## src/rtl/cbr_pkg.sv

```systemverilog
// Package: shared constants and reset values for the cartridge bank register file.
// Assumes an 8-bit CPU data bus and a fixed set of twelve bank registers.
package cbr_pkg;
    localparam int NUM_REGS = 12;
    localparam int SEL_W    = 4;

    // Power-on content of bank register idx.
    function automatic logic [7:0] bank_reset_val(input int idx);
        case (idx)
            0:       return 8'h00;
            1:       return 8'h02;
            2:       return 8'h04;
            3:       return 8'h05;
            4:       return 8'h06;
            5:       return 8'h07;
            6:       return 8'h00;
            7:       return 8'h01;
            8:       return 8'hFE;
            default: return 8'hFF;
        endcase
    endfunction
endpackage

```

## src/rtl/cbr_ctrl.sv

```systemverilog
// Module: write decoder, selector register, inversion flags and arrangement register.
// Assumes wr_en is a one-cycle strobe per CPU write; reset is synchronous, active low.
module cbr_ctrl
    import cbr_pkg::*;
(
    input  logic             clk,
    input  logic             rst_n,
    input  logic             wr_en,
    input  logic [15:0]      wr_addr,
    input  logic [7:0]       wr_data,
    output logic [SEL_W-1:0] sel_idx,
    output logic             prg_inv,
    output logic             chr_inv,
    output logic [1:0]       mirror_mode,
    output logic             data_we
);
    logic sel_we;
    logic mir_we;

    // Decode the three write targets from the window bits and A0.
    always_comb begin
        sel_we  = wr_en && (wr_addr[15:13] == 3'b100) && !wr_addr[0];
        data_we = wr_en && (wr_addr[15:13] == 3'b100) &&  wr_addr[0];
        mir_we  = wr_en && (wr_addr[15:13] == 3'b101) && !wr_addr[0];
    end

    // Selector and inversion flags.
    always_ff @(posedge clk) begin
        if (!rst_n) begin
            sel_idx <= '0;
            prg_inv <= 1'b0;
            chr_inv <= 1'b0;
        end else if (sel_we) begin
            sel_idx <= wr_data[SEL_W-1:0];
            prg_inv <= wr_data[6];
            chr_inv <= wr_data[7];
        end
    end

    // Nametable arrangement register.
    always_ff @(posedge clk) begin
        if (!rst_n)
            mirror_mode <= 2'd0;
        else if (mir_we)
            mirror_mode <= wr_data[1:0];
    end
endmodule

```

## src/rtl/cbr_regfile.sv

```systemverilog
// Module: twelve bank registers, each loaded when the selector names it.
// Assumes selector values at or above NUM_REGS match no register and are dropped.
module cbr_regfile
    import cbr_pkg::*;
#(
    parameter int BANK_W = 8
) (
    input  logic                            clk,
    input  logic                            rst_n,
    input  logic                            data_we,
    input  logic [SEL_W-1:0]                sel_idx,
    input  logic [7:0]                      wr_data,
    output logic [NUM_REGS-1:0][BANK_W-1:0] bank_q
);
    genvar gi;
    generate
        for (gi = 0; gi < NUM_REGS; gi++) begin : g_reg
            localparam logic [BANK_W-1:0] RST = BANK_W'(bank_reset_val(gi));
            // One bank register with its own power-on value.
            always_ff @(posedge clk) begin
                if (!rst_n)
                    bank_q[gi] <= RST;
                else if (data_we && (sel_idx == SEL_W'(gi)))
                    bank_q[gi] <= BANK_W'(wr_data);
            end
        end
    endgenerate
endmodule

```

## src/rtl/cbr_prg_map.sv

```systemverilog
// Module: picks the 8 KiB program bank for the CPU window A15..A13.
// Assumes windows with A15 = 0 are not ROM and returns 0 for them.
module cbr_prg_map
    import cbr_pkg::*;
#(
    parameter int BANK_W     = 8,
    parameter int NORM_PRG_W = 6
) (
    input  logic                            ext_mode,
    input  logic                            prg_inv,
    input  logic [2:0]                      cpu_win,
    input  logic [NUM_REGS-1:0][BANK_W-1:0] bank_q,
    output logic [BANK_W-1:0]               prg_bank
);
    localparam logic [BANK_W-1:0] NORM_MASK = BANK_W'((1 << NORM_PRG_W) - 1);
    localparam logic [BANK_W-1:0] FIX_LAST  = NORM_MASK;
    localparam logic [BANK_W-1:0] FIX_PREV  = NORM_MASK - BANK_W'(1);

    logic [1:0] slot;

    // Swap windows 0 and 2 of the upper half when inverted.
    always_comb begin
        slot = cpu_win[1:0];
        if (prg_inv && !slot[0])
            slot[1] = ~slot[1];
    end

    // Select the source for the resulting slot.
    always_comb begin
        prg_bank = '0;
        if (cpu_win[2]) begin
            if (ext_mode) begin
                case (slot)
                    2'd0:    prg_bank = bank_q[6];
                    2'd1:    prg_bank = bank_q[7];
                    2'd2:    prg_bank = bank_q[8];
                    default: prg_bank = bank_q[9];
                endcase
            end else begin
                case (slot)
                    2'd0:    prg_bank = bank_q[6] & NORM_MASK;
                    2'd1:    prg_bank = bank_q[7] & NORM_MASK;
                    2'd2:    prg_bank = FIX_PREV;
                    default: prg_bank = FIX_LAST;
                endcase
            end
        end
    end
endmodule

```

## src/rtl/cbr_chr_map.sv

```systemverilog
// Module: picks the 1 KiB character bank for the PPU window A12..A10.
// Assumes registers 0/1 cover 2 KiB in normal mode and are split by 10/11 in extended mode.
module cbr_chr_map
    import cbr_pkg::*;
#(
    parameter int BANK_W = 8
) (
    input  logic                            ext_mode,
    input  logic                            chr_inv,
    input  logic [2:0]                      ppu_win,
    input  logic [NUM_REGS-1:0][BANK_W-1:0] bank_q,
    output logic [BANK_W-1:0]               chr_bank
);
    logic [2:0]        win;
    logic [BANK_W-1:0] pair;

    // Inversion exchanges the two PPU halves.
    always_comb win = ppu_win ^ {chr_inv, 2'b00};

    // Source register for the resulting window.
    always_comb begin
        pair     = win[1] ? bank_q[1] : bank_q[0];
        chr_bank = '0;
        if (win[2]) begin
            case (win[1:0])
                2'd0:    chr_bank = bank_q[2];
                2'd1:    chr_bank = bank_q[3];
                2'd2:    chr_bank = bank_q[4];
                default: chr_bank = bank_q[5];
            endcase
        end else if (ext_mode) begin
            case (win[1:0])
                2'd0:    chr_bank = bank_q[0];
                2'd1:    chr_bank = bank_q[10];
                2'd2:    chr_bank = bank_q[1];
                default: chr_bank = bank_q[11];
            endcase
        end else begin
            chr_bank = {pair[BANK_W-1:1], win[0]};
        end
    end
endmodule

```

## src/rtl/cart_bank_regs.sv

```systemverilog
// Module: top of the bank register file; ties decoder, registers and both mappers.
// Assumes one CPU write per wr_en cycle and settled window inputs during each cycle.
module cart_bank_regs
    import cbr_pkg::*;
#(
    parameter int BANK_W     = 8,
    parameter int NORM_PRG_W = 6
) (
    input  logic              clk,
    input  logic              rst_n,
    input  logic              wr_en,
    input  logic [15:0]       wr_addr,
    input  logic [7:0]        wr_data,
    input  logic              ext_mode,
    input  logic [2:0]        cpu_win,
    input  logic [2:0]        ppu_win,
    output logic [BANK_W-1:0] prg_bank,
    output logic [BANK_W-1:0] chr_bank,
    output logic              prg_inv,
    output logic              chr_inv,
    output logic [1:0]        mirror_mode,
    output logic              ciram_a10
);
    logic [SEL_W-1:0]                sel_idx;
    logic                            data_we;
    logic [NUM_REGS-1:0][BANK_W-1:0] bank_q;

    cbr_ctrl u_ctrl (
        .clk         (clk),
        .rst_n       (rst_n),
        .wr_en       (wr_en),
        .wr_addr     (wr_addr),
        .wr_data     (wr_data),
        .sel_idx     (sel_idx),
        .prg_inv     (prg_inv),
        .chr_inv     (chr_inv),
        .mirror_mode (mirror_mode),
        .data_we     (data_we)
    );

    cbr_regfile #(.BANK_W(BANK_W)) u_regs (
        .clk     (clk),
        .rst_n   (rst_n),
        .data_we (data_we),
        .sel_idx (sel_idx),
        .wr_data (wr_data),
        .bank_q  (bank_q)
    );

    cbr_prg_map #(.BANK_W(BANK_W), .NORM_PRG_W(NORM_PRG_W)) u_prg (
        .ext_mode (ext_mode),
        .prg_inv  (prg_inv),
        .cpu_win  (cpu_win),
        .bank_q   (bank_q),
        .prg_bank (prg_bank)
    );

    cbr_chr_map #(.BANK_W(BANK_W)) u_chr (
        .ext_mode (ext_mode),
        .chr_inv  (chr_inv),
        .ppu_win  (ppu_win),
        .bank_q   (bank_q),
        .chr_bank (chr_bank)
    );

    // Nametable RAM line from the arrangement register.
    always_comb begin
        case (mirror_mode)
            2'd0:    ciram_a10 = ppu_win[0];
            2'd1:    ciram_a10 = ppu_win[1];
            2'd2:    ciram_a10 = 1'b0;
            default: ciram_a10 = 1'b1;
        endcase
    end
endmodule

```

## config.mk

```make
export PLATFORM = sky130hd
export DESIGN_NAME = cart_bank_regs
export DESIGN_NICKNAME = d
export VERILOG_FILES = /design/src/rtl/cbr_pkg.sv /design/src/rtl/cbr_ctrl.sv /design/src/rtl/cbr_regfile.sv /design/src/rtl/cbr_prg_map.sv /design/src/rtl/cbr_chr_map.sv /design/src/rtl/cart_bank_regs.sv
export SDC_FILE = /design/constraint.sdc
export NUM_CORES = 1
export LEC_CHECK = 0
export BUFFER_PORTS_ARGS = -buffer_cell sky130_fd_sc_hd__buf_4
export CAP_MARGIN = 10
export CELL_PAD_IN_SITES_DETAIL_PLACEMENT = 0
export CELL_PAD_IN_SITES_GLOBAL_PLACEMENT = 1
export CORE_ASPECT_RATIO = 0.8
export CORE_UTILIZATION = 40
export DETAILED_ROUTE_END_ITERATION = 6
export GPL_TIMING_DRIVEN = 0
export PLACE_DENSITY = 0.8
export SETUP_SLACK_MARGIN = 0.2
export SLEW_MARGIN = 20
export SYNTH_ARGS = -nofsm -noshare
export SYNTH_HDL_FRONTEND = slang
export SYNTH_SLANG_ARGS = --single-unit
```

## constraint.sdc

```tcl
create_clock -name clk -period 1.8 [get_ports clk]
set_input_delay 0.36 -clock clk [delete_from_list [all_inputs] [get_ports clk]]
set_output_delay 0.36 -clock clk [all_outputs]
set_load 0.02 [all_outputs]
```

==> flow_summary.json <==
{
  "yosysMostFrequentCell": "mux2i_1",
  "cts_root_buf": "clkbuf_16",
  "slowest_delay_ps": 570,
  "initial_utilization_pct": 41.68,
  "switching_power_w": 0.001168,
  "seq_power_share_pct": 44.5,
  "timing_max_transition_violations_final": 0,
  "grt_pass1_wl_um": 20620,
  "drt_iter0_drc": 173,
  "place.gp.congestion": 0.7764,
  "setup_viol": 16,
  "synthTopCellsByCount": "mux2i_1, dfxtp_1, nand2_1, nor2b_1",
  "arrival_ps": 1670,
  "period_share_pct": 112.8,
  "cts-hold-fix-buffers": 0,
  "max_slew_margin_pct": 56.69,
  "synthTopCellsByArea": "dfxtp_1, mux2i_1, nor2b_1, mux4_2, nand2_1",
  "syn_inst": 460,
  "swShare_pct": 22.54,
  "io_pins": 55,
  "hpwlAfterDp_um": 9408,
  "power_frac_clock_pct": 46.1,
  "core_um2": 11690,
  "cts_tree": "yes",
  "worst_slew_pin_slew_ps": 649.7,
  "min_from": "wr_data[7]",
  "finalWorstSetupSlack_ps": -231.1,
  "p_leak_nw": 2.828,
  "wl_per_cell_um": 19.92,
  "portBuffers": 39,
  "synth_edf_count": 0,
  "status": "complete, but fails checks",
  "antenna_cells": 0,
  "path_cells": "xor2_4 > mux4_2 > buf_6",
  "vias_per_cell": 5.467,
  "cts_max_path_buffers": 2,
  "ys_seq_area_share_pct": 42.72,
  "vias": 3690,
  "routed_wl_um": 13450,
  "yosysWarnings": 0,
  "max_cap_viol_count": 0,
  "fin_tns_setup_ps": -2288,
  "path_max_fanout": 3,
  "path_clk_slew_ps": 70,
  "grt_util_all_layers_pct": 22.12,
  "synth_seq_cells": 104,
  "final_util_pct": 52.84,
  "slowest_stage": "mux4_2",
  "startpoint": "u_ctrl.chr_inv",
  "grt_max_degree": 18,
  "synth_top_area_cell": "dfxtp_1",
  "die_w_um": 125.4,
  "h-tree-depth": 3,
  "skew_ps": 4.847,
  "finalNonFillerCells": 675,
  "drc_errors": 2,
  "internal_power_w": 0.004013,
  "ys.flop_type": "dfxtp_1",
  "overflow": 0,
  "synth-async-reset-ratio_pct": 0,
  "violations": "DRC, setup timing",
  "area_growth_pct": 26.78,
  "nFillCells": 1008,
  "drive_gt1_share_pct": 28.08,
  "grt_pass1_vias": 3626,
  "die_h_um": 100.7,
  "synthDistinctLibCells": 38,
  "clock_latency_ps": 350,
  "final-hold-violation-count": 0,
  "worst-path-buf-inv": 1,
  "cts.sinks": 104,
  "fmax_mhz": 492.3,
  "nets": 556,
  "setup.worst_path.class": "reg2out",
  "rsz0062_at_grt": "yes",
  "synth.avg_cell_area_um2": 10.59,
  "synth_top_area_share_pct": 42.72,
  "period_minus_slack_ps": 2031,
  "dp.cells": 647,
  "endpoint_kind": "output pin",
  "fin_hold_ws_ps": 342.3,
  "antenna_found_initial": 0,
  "first_pass_iters": 7,
  "min-delay-path-class": "in2reg",
  "p_per_area_nw_per_um2": 838.6,
  "postRouteAntennaNets": 0,
  "row_count": 35,
  "combPwrFrac_pct": 9.4,
  "power.total_w": 0.005181,
  "critical_path.top_delay_family": "multiplexers",
  "synthesis.area_um2": 4873,
  "setup.worst_path.start_class": "flop",
  "ir_worst_vdd_uv": 530.2,
  "cp.required_ps": 1440,
  "syn_nets": 494,
  "r2r-start": "u_ctrl.sel_idx[1]",
  "cts_buffers": 9,
  "dieArea_um2": 12630
}
tightest hold or removal path: stages:
cell     delay, ps
buf_4          100
nor2b_1         80
mux2i_1        110
registers in the layout, summed over array words and instances, names as in the netlist:
name and cells:
u_regs.bank_q 96, u_ctrl.prg_inv 1, u_ctrl.mirror_mode 2, u_ctrl.sel_idx 4, u_ctrl.chr_inv 1
per-layer routing:
metal  up-vias  global-route usage [%]  wire length (µm)
met5         -                       0                 0
met4         0                   7.129               230
met3        15                   3.928               588
met2        90                   36.74              6438
met1      1831                   29.37              6192
li1       1754                       -                 -
final cells by class:
type | instances | area [µm²] | share of cell area [%]
plain buffers | 28 | 182.7 | 2.957
well taps | 148 | 185.2 | 2.997
clock buffers | 9 | 225.2 | 3.645
clock inverters | 7 | 142.6 | 2.309
repair buffers | 51 | 431.7 | 6.987
inverters | 1 | 3.754 | 0.06075
multi-input cells | 327 | 2914 | 47.16
flip-flops and latches | 104 | 2093 | 33.88
cell usage in the layout, fill, tap and decap left out, types with 2 or more instances in the layout:
| master | n |
|---|---|
| a21oi_1 | 2 |
| a31oi_2 | 5 |
| buf_12 | 2 |
| buf_2 | 4 |
| buf_4 | 43 |
| buf_6 | 14 |
| bufinv_16 | 4 |
| clkbuf_1 | 12 |
| clkbuf_16 | 9 |
| clkbuf_2 | 2 |
| dfxtp_1 | 99 |
| dfxtp_2 | 3 |
| dfxtp_4 | 2 |
| mux2_2 | 2 |
| mux2_4 | 9 |
| mux2i_1 | 108 |
| mux4_2 | 14 |
| nand2_1 | 74 |
| nand3_1 | 2 |
| nand3_2 | 2 |
| nand3_4 | 8 |
| nand3b_1 | 6 |
| nand4_4 | 2 |
| nor2_1 | 2 |
| nor2b_1 | 49 |
| nor2b_2 | 2 |
| nor4bb_2 | 2 |
| o21a_1 | 2 |
| o21ai_0 | 11 |
| o21ai_1 | 3 |
| o22ai_2 | 5 |
stage by stage:
step / setup WS (ps) / instance area (µm²)
finish: -231.1 / 6178
floorplan: 76.39 / 5026
global placement: -273.0 / 5504
detailed placement: -281.2 / 5504
global route: -275.6 / 6178
CTS: -256.2 / 5979
cell families after synthesis:
kind of cell,count (synthesis),synth area share [%]
flops,104,42.72
xor+xnor,2,0.5136
mux,134,31.81
buf+inv,29,2.901
compound gates,29,3.415
simple gates,162,18.64
power groups by stage:
stage | combinational, W | clock [W] | sequential (W)
2_1_floorplan | 0.000264 | 0 | 0.00236
3_3_place_gp | 0.000437 | 0 | 0.00236
3_5_place_dp | 0.000440 | 0 | 0.00236
4_1_cts | 0.000461 | 0.00242 | 0.00231
5_1_grt | 0.000513 | 0.00250 | 0.00230
6_report | 0.000487 | 0.00239 | 0.00231
worst paths after layout:
| kind | endpoint | slack, ps | depth (start not counted) |
|---|---|---|---|
| worst max-delay path | chr_bank[0] | -230 | 3 |
| worst min register to register | u_regs.bank_q[11] | 460 | 2 |
| worst min-delay path | u_regs.bank_q[71] | 340 | 3 |
| worst max register to register | u_regs.bank_q[84] | 260 | 4 |
what timing repair did:
action	4_1_cts	5_1_grt
cloned	0	0
pin swaps	4	9
setup endpoints to repair	30	91
gates resized for setup	17	39
buffers inserted	5	7
Power figures use the tool's default switching activity.
